--- src/rtl/sdclk_pkg.sv ---
package sdclk_pkg;

  // Phase events the control sends to the datapath in one cycle
  typedef struct packed {
    logic goHigh;   // SD clock enters its high phase on this edge
    logic goLow;    // SD clock enters its low phase; latch the new ratio
    logic useFast;  // short data-mode divisor currently selected
  } phase_cmd_t;

endpackage

--- src/rtl/sdclk_phase_ctrl.sv ---
module sdclk_phase_ctrl
  import sdclk_pkg::*;
#(
  parameter int CNT_W      = 12,
  parameter int IDX_W      = 6,
  parameter int RETURN_IDX = 15,
  parameter int RESET_LOW  = 255
) (
  input  logic             clk,
  input  logic             rstN,
  input  logic             enterData,
  input  logic             cmdValid,
  input  logic [IDX_W-1:0] cmdIdx,
  input  logic             slowCard,
  input  logic [CNT_W-1:0] nextLowLen,
  input  logic [CNT_W-1:0] curHighLen,
  output phase_cmd_t       phaseCmd,
  output logic             dataMode
);

  localparam logic [IDX_W-1:0] RET_IDX = IDX_W'(RETURN_IDX);
  localparam logic [CNT_W-1:0] CNT_RST = CNT_W'(RESET_LOW - 1);

  logic [CNT_W-1:0] phaseCnt;
  logic             inHigh;
  logic             returnCmd;
  logic             phaseEnd;

  assign returnCmd = cmdValid && (cmdIdx == RET_IDX);
  assign phaseEnd  = (phaseCnt == '0);

  always_comb begin
    phaseCmd.goHigh  = phaseEnd && !inHigh;
    phaseCmd.goLow   = phaseEnd && inHigh;
    phaseCmd.useFast = dataMode && !slowCard;
  end

  // Mode tracking: the return command has priority over a data request
  always_ff @(posedge clk) begin
    if (!rstN) begin
      dataMode <= 1'b0;
    end else if (returnCmd) begin
      dataMode <= 1'b0;
    end else if (enterData) begin
      dataMode <= 1'b1;
    end
  end

  // Phase counter: counts down the cycles left in the current phase
  always_ff @(posedge clk) begin
    if (!rstN) begin
      phaseCnt <= CNT_RST;
      inHigh   <= 1'b0;
    end else if (phaseCmd.goHigh) begin
      phaseCnt <= curHighLen - CNT_W'(1);
      inHigh   <= 1'b1;
    end else if (phaseCmd.goLow) begin
      phaseCnt <= nextLowLen - CNT_W'(1);
      inHigh   <= 1'b0;
    end else begin
      phaseCnt <= phaseCnt - CNT_W'(1);
    end
  end

  AST_MODE_RETURN: assert property (@(posedge clk) disable iff (!rstN)
    returnCmd |=> !dataMode);

  AST_MODE_ENTER: assert property (@(posedge clk) disable iff (!rstN)
    (enterData && !returnCmd) |=> dataMode);

  AST_MODE_HOLD: assert property (@(posedge clk) disable iff (!rstN)
    (!enterData && !returnCmd) |=> $stable(dataMode));

  AST_HIGH_CNT_BOUND: assert property (@(posedge clk) disable iff (!rstN)
    inHigh |-> (phaseCnt < curHighLen));

  AST_LEN_NONZERO: assert property (@(posedge clk) disable iff (!rstN)
    (nextLowLen != '0) && (curHighLen != '0));

endmodule

--- src/rtl/sdclk_ratio_path.sv ---
module sdclk_ratio_path
  import sdclk_pkg::*;
#(
  parameter int DIV_W     = 11,
  parameter int FAST_W    = 3,
  parameter int RESET_DIV = 507,
  parameter int CNT_W     = 12
) (
  input  logic             clk,
  input  logic             rstN,
  input  logic             divWrEn,
  input  logic [DIV_W-1:0] divWrData,
  input  phase_cmd_t       phaseCmd,
  output logic [CNT_W-1:0] nextLowLen,
  output logic [CNT_W-1:0] curHighLen,
  output logic             sdClk,
  output logic             riseStb,
  output logic             fallStb
);

  localparam int               RESET_RATIO = RESET_DIV + 2;
  localparam logic [CNT_W-1:0] HIGH_RST    = CNT_W'(RESET_RATIO / 2);

  logic [DIV_W-1:0] divReg;
  logic [CNT_W-1:0] selVal;
  logic [CNT_W-1:0] ratio;
  logic [CNT_W-1:0] nextHighLen;
  logic [CNT_W-1:0] highLatch;

  always_ff @(posedge clk) begin
    if (!rstN) begin
      divReg <= DIV_W'(RESET_DIV);
    end else if (divWrEn) begin
      divReg <= divWrData;
    end
  end

  // Divisor selection: the fast variant keeps only the low bits
  always_comb begin
    if (phaseCmd.useFast) begin
      selVal = CNT_W'(divReg[FAST_W-1:0]);
    end else begin
      selVal = CNT_W'(divReg);
    end
    ratio       = selVal + CNT_W'(2);
    nextHighLen = ratio >> 1;
    nextLowLen  = ratio - nextHighLen;
  end

  assign curHighLen = highLatch;

  // The high length is captured only as the clock drops low
  always_ff @(posedge clk) begin
    if (!rstN) begin
      highLatch <= HIGH_RST;
    end else if (phaseCmd.goLow) begin
      highLatch <= nextHighLen;
    end
  end

  always_ff @(posedge clk) begin
    if (!rstN) begin
      sdClk   <= 1'b0;
      riseStb <= 1'b0;
      fallStb <= 1'b0;
    end else begin
      riseStb <= phaseCmd.goHigh;
      fallStb <= phaseCmd.goLow;
      if (phaseCmd.goHigh) begin
        sdClk <= 1'b1;
      end else if (phaseCmd.goLow) begin
        sdClk <= 1'b0;
      end
    end
  end

  AST_DIV_LOAD: assert property (@(posedge clk) disable iff (!rstN)
    divWrEn |=> (divReg == $past(divWrData)));

  AST_HIGH_ONLY_AT_FALL: assert property (@(posedge clk) disable iff (!rstN)
    !$stable(highLatch) |-> $past(phaseCmd.goLow));

  AST_RISE_EDGE: assert property (@(posedge clk) disable iff (!rstN)
    riseStb |-> (sdClk && !$past(sdClk)));

  AST_FALL_EDGE: assert property (@(posedge clk) disable iff (!rstN)
    fallStb |-> (!sdClk && $past(sdClk)));

  AST_STROBE_EXCL: assert property (@(posedge clk) disable iff (!rstN)
    !(riseStb && fallStb));

  AST_ODD_SPLIT: assert property (@(posedge clk) disable iff (!rstN)
    (nextLowLen == nextHighLen) || (nextLowLen == nextHighLen + CNT_W'(1)));

endmodule

--- src/rtl/sdclk_divider.sv ---
module sdclk_divider
  import sdclk_pkg::*;
#(
  parameter int DIV_W      = 11,
  parameter int FAST_W     = 3,
  parameter int RESET_DIV  = 507,
  parameter int IDX_W      = 6,
  parameter int RETURN_IDX = 15
) (
  input  logic             clk,
  input  logic             rstN,
  input  logic             divWrEn,
  input  logic [DIV_W-1:0] divWrData,
  input  logic             slowCard,
  input  logic             enterData,
  input  logic             cmdValid,
  input  logic [IDX_W-1:0] cmdIdx,
  output logic             sdClk,
  output logic             riseStb,
  output logic             fallStb,
  output logic             inDataMode
);

  localparam int CNT_W       = DIV_W + 1;
  localparam int RESET_RATIO = RESET_DIV + 2;
  localparam int RESET_LOW   = RESET_RATIO - RESET_RATIO / 2;

  phase_cmd_t       phaseCmd;
  logic [CNT_W-1:0] nextLowLen;
  logic [CNT_W-1:0] curHighLen;

  sdclk_phase_ctrl #(
    .CNT_W      (CNT_W),
    .IDX_W      (IDX_W),
    .RETURN_IDX (RETURN_IDX),
    .RESET_LOW  (RESET_LOW)
  ) u_ctrl (
    .clk        (clk),
    .rstN       (rstN),
    .enterData  (enterData),
    .cmdValid   (cmdValid),
    .cmdIdx     (cmdIdx),
    .slowCard   (slowCard),
    .nextLowLen (nextLowLen),
    .curHighLen (curHighLen),
    .phaseCmd   (phaseCmd),
    .dataMode   (inDataMode)
  );

  sdclk_ratio_path #(
    .DIV_W      (DIV_W),
    .FAST_W     (FAST_W),
    .RESET_DIV  (RESET_DIV),
    .CNT_W      (CNT_W)
  ) u_path (
    .clk        (clk),
    .rstN       (rstN),
    .divWrEn    (divWrEn),
    .divWrData  (divWrData),
    .phaseCmd   (phaseCmd),
    .nextLowLen (nextLowLen),
    .curHighLen (curHighLen),
    .sdClk      (sdClk),
    .riseStb    (riseStb),
    .fallStb    (fallStb)
  );

endmodule

--- config.mk ---
export PLATFORM = sky130hd
export DESIGN_NAME = sdclk_divider
export DESIGN_NICKNAME = d
export VERILOG_FILES = /design/src/rtl/sdclk_pkg.sv /design/src/rtl/sdclk_phase_ctrl.sv /design/src/rtl/sdclk_ratio_path.sv /design/src/rtl/sdclk_divider.sv
export SDC_FILE = /design/constraint.sdc
export NUM_CORES = 1
export LEC_CHECK = 0
export ABC_AREA = 0
export CORE_MARGIN = 2
export CORE_UTILIZATION = 55
export CTS_CLUSTER_SIZE = 8
export DETAILED_ROUTE_END_ITERATION = 8
export HOLD_SLACK_MARGIN = 0.15
export PLACE_DENSITY_LB_ADDON = 0.05
export SYNTH_ARGS = -nofsm -noshare
export SYNTH_HDL_FRONTEND = slang
export SYNTH_HIERARCHICAL = 1
export SYNTH_SLANG_ARGS = --single-unit
export TNS_END_PERCENT = 100
--- constraint.sdc ---
create_clock -name clk -period 10.88 [get_ports clk]
set_input_delay 1.088 -clock clk [delete_from_list [all_inputs] [get_ports clk]]
set_output_delay 1.088 -clock clk [all_outputs]
set_load 0.1 [all_outputs]
# [Word-level counts from Yosys, hierarchy flattened]
# Index checks and enable logic that the tools add are counted.
[classes] bitwise_logic=1 n_addsub=5 n_eq_ne=1 reduce_logical=9 muxes=5
[ops] operator="2-to-1 mux 12 bit" count=2
[ops] operator="subtractor 12 x 1 -> 12 bit, second input constant" count=2
[ops] operator="adder 11 x 2 -> 12 bit, second input constant" count=1
[ops] operator="logical NOT 12 bit" count=1
[ops] operator="subtractor 11 x 1 -> 12 bit, second input constant" count=1
[ops] operator="subtractor 12 x 11 -> 12 bit" count=1
[ops] operator="2-to-1 mux 11 bit" count=1
[ops] operator="equality test 6 x 4 -> 1 bit, second input constant" count=1
[ops] operator="logical AND 1 bit" count=4
[ops] operator="logical NOT 1 bit" count=2
[ops] operator="2-to-1 mux 1 bit" count=2
[ops] operator="nonzero test 2 bit" count=1
[ops] operator="OR reduction 2 bit" count=1
[ops] operator="NOT 1 bit" count=1
[totals] register_bits=38 out_inout_bits=4 input_bits=23 word_cells=28

# [Logic depth before layout (Yosys ltp)]
[logic_depth] depth_word=8 depth_mapped=17 ltp_nobuf=17

# [By module]
# The synthesis kept the hierarchy.
[by_module_without_submodules] mod="sdclk_ratio_path" cells_per_inst=206 area_per_inst_um2=1715.4 seq_area_each_um2=500.5 instances=1
[by_module_without_submodules] mod="sdclk_phase_ctrl" cells_per_inst=124 area_per_inst_um2=1073.5 seq_area_each_um2=280.3 instances=1

# [Worst setup path after synthesis]
# OpenSTA, ideal clock, no wires.
[synth_timing] kind="input port to flip-flop" startpoint="input port slowCard" endpoint="register u_ctrl.phaseCnt[11]" path_buffers=0 t_required_ps=10759 setup_ps=121 stages=17 slack_ps=5927 t_arrival_ps=4832 path_cell_list="nor2b_1 > nand2b_1 > xnor2_1 > inv_1 > ha_1 > nor2b_1 > a221o_1 > a311oi_1 > nor2_1 > a211oi_1 > o21ai_0 > xnor2_1 > mux2_2 > or4bb_2 > o311ai_0 > nor4_1 > mux2_2"
[synth_via] elab_chain_cells=8
[synth_lines] element="start: declaration" line="sdclk_divider.sv:14" rtl="input logic slowCard,"
[synth_lines] element="logical NOT 1 bit" line="sdclk_phase_ctrl.sv:35" rtl="phaseCmd.useFast = dataMode && !slowCard;"
[synth_lines] element="logical AND 1 bit" line="sdclk_phase_ctrl.sv:35"
[synth_lines] element="2-to-1 mux 11 bit" line="sdclk_ratio_path.sv:40" rtl="if (phaseCmd.useFast) begin"
[synth_lines] element="adder 11 x 2 -> 12 bit" line="sdclk_ratio_path.sv:45" rtl="ratio = selVal + CNT_W'(2);"
[synth_lines] element="subtractor 12 x 11 -> 12 bit" line="sdclk_ratio_path.sv:47" rtl="nextLowLen = ratio - nextHighLen;"
[synth_lines] element="named net nextLowLen[9]" line="sdclk_divider.sv:29" rtl="logic [CNT_W-1:0] nextLowLen;"
[synth_lines] element="subtractor 12 x 1 -> 12 bit" line="sdclk_phase_ctrl.sv:58" rtl="phaseCnt <= nextLowLen - CNT_W'(1);"
[synth_lines] element="2-to-1 mux 12 bit" line="sdclk_phase_ctrl.sv:57" rtl="end else if (phaseCmd.goLow) begin"
[synth_lines] element="2-to-1 mux 12 bit" line="sdclk_phase_ctrl.sv:54" rtl="end else if (phaseCmd.goHigh) begin"
[synth_lines] element="end signal: assignment" line="sdclk_phase_ctrl.sv:55" rtl="phaseCnt <= curHighLen - CNT_W'(1);"
[synth_lines] element="end signal: assignment" line="sdclk_phase_ctrl.sv:58"
[synth_lines] element="end signal: assignment" line="sdclk_phase_ctrl.sv:61" rtl="phaseCnt <= phaseCnt - CNT_W'(1);"
[synth_lines] element="end: declaration" line="sdclk_phase_ctrl.sv:24" rtl="logic [CNT_W-1:0] phaseCnt;"
# The timed path passes the listed nets, and every way through them passes these cells.
# A chain may end at the register's enable or synchronous reset.

==> summary.txt <==
Fin crit period = 5860 ps
Core area = 0.00482 sq mm
Final setup skew = 7.89 ps
FF+latch count, synth = 39
Share of layout cells above drive strength 1 = 11.6%
Period utilization = 53.9%
GPL Wtd Cong = 0.863
MaxCap Viol Count = 0
CTS tree = yes
Port Buf Inserts = 26
H-tree Lvls = 2
Site Rows = 25
Hold/Removal Path Class = reg2reg
Num CTS Buffers = 5
Dpl ws = 4740 ps
Synthesis Warnings = 6
PwrDens = 119 mW/mm^2
DR pass1 iterations = 4
Post-route cell area = 0.00320 sq mm
Status = completed
Hold Path Stages = 2
Remaining Overflow, GRT = 0
Crit path required time = 11,070 ps
DP HPWL = 4410 microns
Clk sinks = 39
Pin count of the biggest net entering global routing = 39
Cells on worst reg2reg path = 17
Postcts setup bufs = 0
Die Y = 75.2 microns
Post-synth EDFFs = 0
Register area share after synthesis = 28.0%
Vias in the first global route = 2,230
Slew @ Worst Pin = 1000 ps
Startpoint types = input port
Max_slew headroom = 31.3%
Clock buffer depth = 2
Critical path peak fanout = 17
Asr flop ratio synth = 0%
# resized after CTS = 0
Placed instance area = 0.00309 sq mm
Clock Root Buffer = clkbuf_8
Syn avg cell area = 8.45 sq um
WHS Endpoint = u_path/curHighLen[3]
Netlist cell types = 64
Arrival time at the worst endpoint = 6050 ps
Hold Fails Final Rpt = 0
Synthesized area = 0.00279 sq mm
Number of remaining DRC errors = 0
Hold wc startpoint = u_path/curHighLen[3]
Gate Count Post-Synth = 330
R2r startpoint = u_ctrl/dataMode
Worst Setup SP = slowCard
Latest clock arrival within the worst-skew pair = 290 ps
Max Freq = 0.171 GHz
Vias/cell = 5.86
Post-route ant nets = 0
Starting Density = 57.9%
Post-route setup TNS = 0 ps
Initial antenna violation count = 0
Die W = 75.2 microns
Max Slew Vio Count = 0
Worst hold slack = 491 ps
Reg2Reg Setup Slack = 5780 ps
Synth Net Count = 363
Peak supply drop = 0.0940 mV
Ant diodes = 0
Crit. End Element = flip-flop
Main synth FF type = dfxtp_1
Setup Crit Path Kind = in2reg
Leak = 0.00121 uW
Drt total wl = 6090 microns
Clock transition at path regs = 80 ps
Via count = 2,463
WL/cell = 14.5 microns
Synthesis-to-layout area growth = 14.8%
Nets = 385
First-pass GRT wire length = 10,200 microns
Final setup violation count = 0
R2r endpoint = u_ctrl/phaseCnt[11]
DIE AREA = 0.00566 sq mm
Initial DRC Count = 142
IO Count = 27
Final worst slack = 5020 ps
Fillers = 424
RSZ-0062 raised after global routing = false
Gr usage total = 23.3%
# hold bufs at CTS = 0
-- cells in the final DEF (no fill, tap or decap), types with 10 or more instances in the layout --
cell type,synthesis,layout
dfxtp_1,39,39
xnor2_1,17,17
a21oi_1,15,15
clkdlybuf4s50_1,0,26
nor2b_1,14,14
nor2_1,24,24
inv_1,11,11
nand2_1,27,27
ha_1,10,10
o21ai_0,12,12
mux2_2,10,10
mux2i_1,22,22
-- layout make-up --
| cell class | instances | area, sq um | area share, % |
|---|---|---|---|
| Clock buffer | 5 | 68.8 | 2.15 |
| Sequential cell | 39 | 781 | 24.4 |
| Inverter | 14 | 52.6 | 1.64 |
| Multi-Input combinational cell | 264 | 1900 | 59.2 |
| Timing Repair Buffer | 28 | 275 | 8.60 |
| Tap cell | 67 | 83.8 | 2.62 |
| Clock inverter | 3 | 43.8 | 1.37 |
-- routing by layer --
layer,GRT usage (%),up-vias,routed length [microns]
met1,32.3,1161,2990
met4,7.99,0,84
met2,36.3,40,2830
li1,-,1254,-
met5,0,-,0
met3,4.69,8,181
-- cell usage after synthesis (3+ instances only) --
library cell | number | area share [%]
dfxtp_1 | 39 | 28
nand2_1 | 27 | 3.6
nor2_1 | 24 | 3.2
mux2i_1 | 22 | 7.9
xnor2_1 | 17 | 5.3
a21oi_1 | 15 | 2.7
nor2b_1 | 14 | 3.1
o21ai_0 | 12 | 2.2
inv_1 | 11 | 1.5
ha_1 | 10 | 4.5
mux2_2 | 10 | 4.0
and2_1 | 9 | 2.0
nor3_1 | 9 | 1.6
clkbuf_1 | 7 | 0.94
nand3_1 | 7 | 1.3
xor2_1 | 6 | 1.9
a211oi_1 | 5 | 1.3
o211ai_1 | 5 | 1.3
or3_1 | 5 | 1.1
a21o_1 | 4 | 1.1
nor4_1 | 4 | 0.90
a211o_1 | 3 | 0.94
buf_2 | 3 | 0.54
nand2b_1 | 3 | 0.67
nand4_1 | 3 | 0.67
or2_2 | 3 | 0.67
-- worst max path at each step --
stage                               end  slack, ps  cells past startpoint
finish              u_ctrl/phaseCnt[11]       5020                     18
detailed placement  u_ctrl/phaseCnt[11]       4740                     18
CTS                 u_ctrl/phaseCnt[11]       5060                     18
global placement    u_ctrl/phaseCnt[11]       4860                     18
global route        u_ctrl/phaseCnt[11]       4520                     18
floorplan           u_ctrl/phaseCnt[11]       5930                     17
-- registers in the layout, summed over array words and instances (netlist names) --
register / cells
u_path/curHighLen: 11
u_path/fallStb: 1
u_path/divReg: 11
u_ctrl/phaseCnt: 12
u_ctrl/inHigh: 1
u_path/riseStb: 1
u_ctrl/dataMode: 1
u_path/sdClk: 1
-- power by group --
| group | switching, uW | leakage, uW | internal [uW] | total, uW |
|---|---|---|---|---|
| Sequential | 5.96 | 0.000318 | 147 | 153 |
| Clock | 54.4 | 0.0000581 | 68.3 | 123 |
| Combinational | 56.4 | 0.000833 | 48.3 | 105 |
| Total | 117 | 0.00121 | 263 | 380 |
-- critical path, stage by stage --
cell and delay (ps):
clkdlybuf4s50_1 400, nor2b_1 720, nand2b_1 210, xnor2_1 260, inv_1 170, ha_1 380, nor2b_1 150, a221o_1 360
a311oi_1 280, nor2_1 130, a211oi_1 300, o21ai_0 160, xnor2_1 140, mux2_2 280, or4bb_2 170, o311ai_0 190
nor4_1 300, mux2_2 360
-- cells by family after synthesis --
group,count (synthesis),synth area share [%]
AO/OA/AOI/OAI,71,17.8
XOR/XNOR,23,7.22
adder cells (fa/ha/maj),10,4.49
buffers and inverters,27,4.04
flip-flops,39,28.0
multiplexers,35,13.5
other,1,0.134
AND/OR/NAND/NOR,124,24.9
-- through the flow --
stage	instances	utilization (%)	power, uW
floorplan	330	-	234
global placement	412	64.1	257
detailed placement	412	64.1	259
CTS	420	66.4	382
global route	420	66.4	399
finish	420	66.4	380
Power figures use the tool's default switching activity.
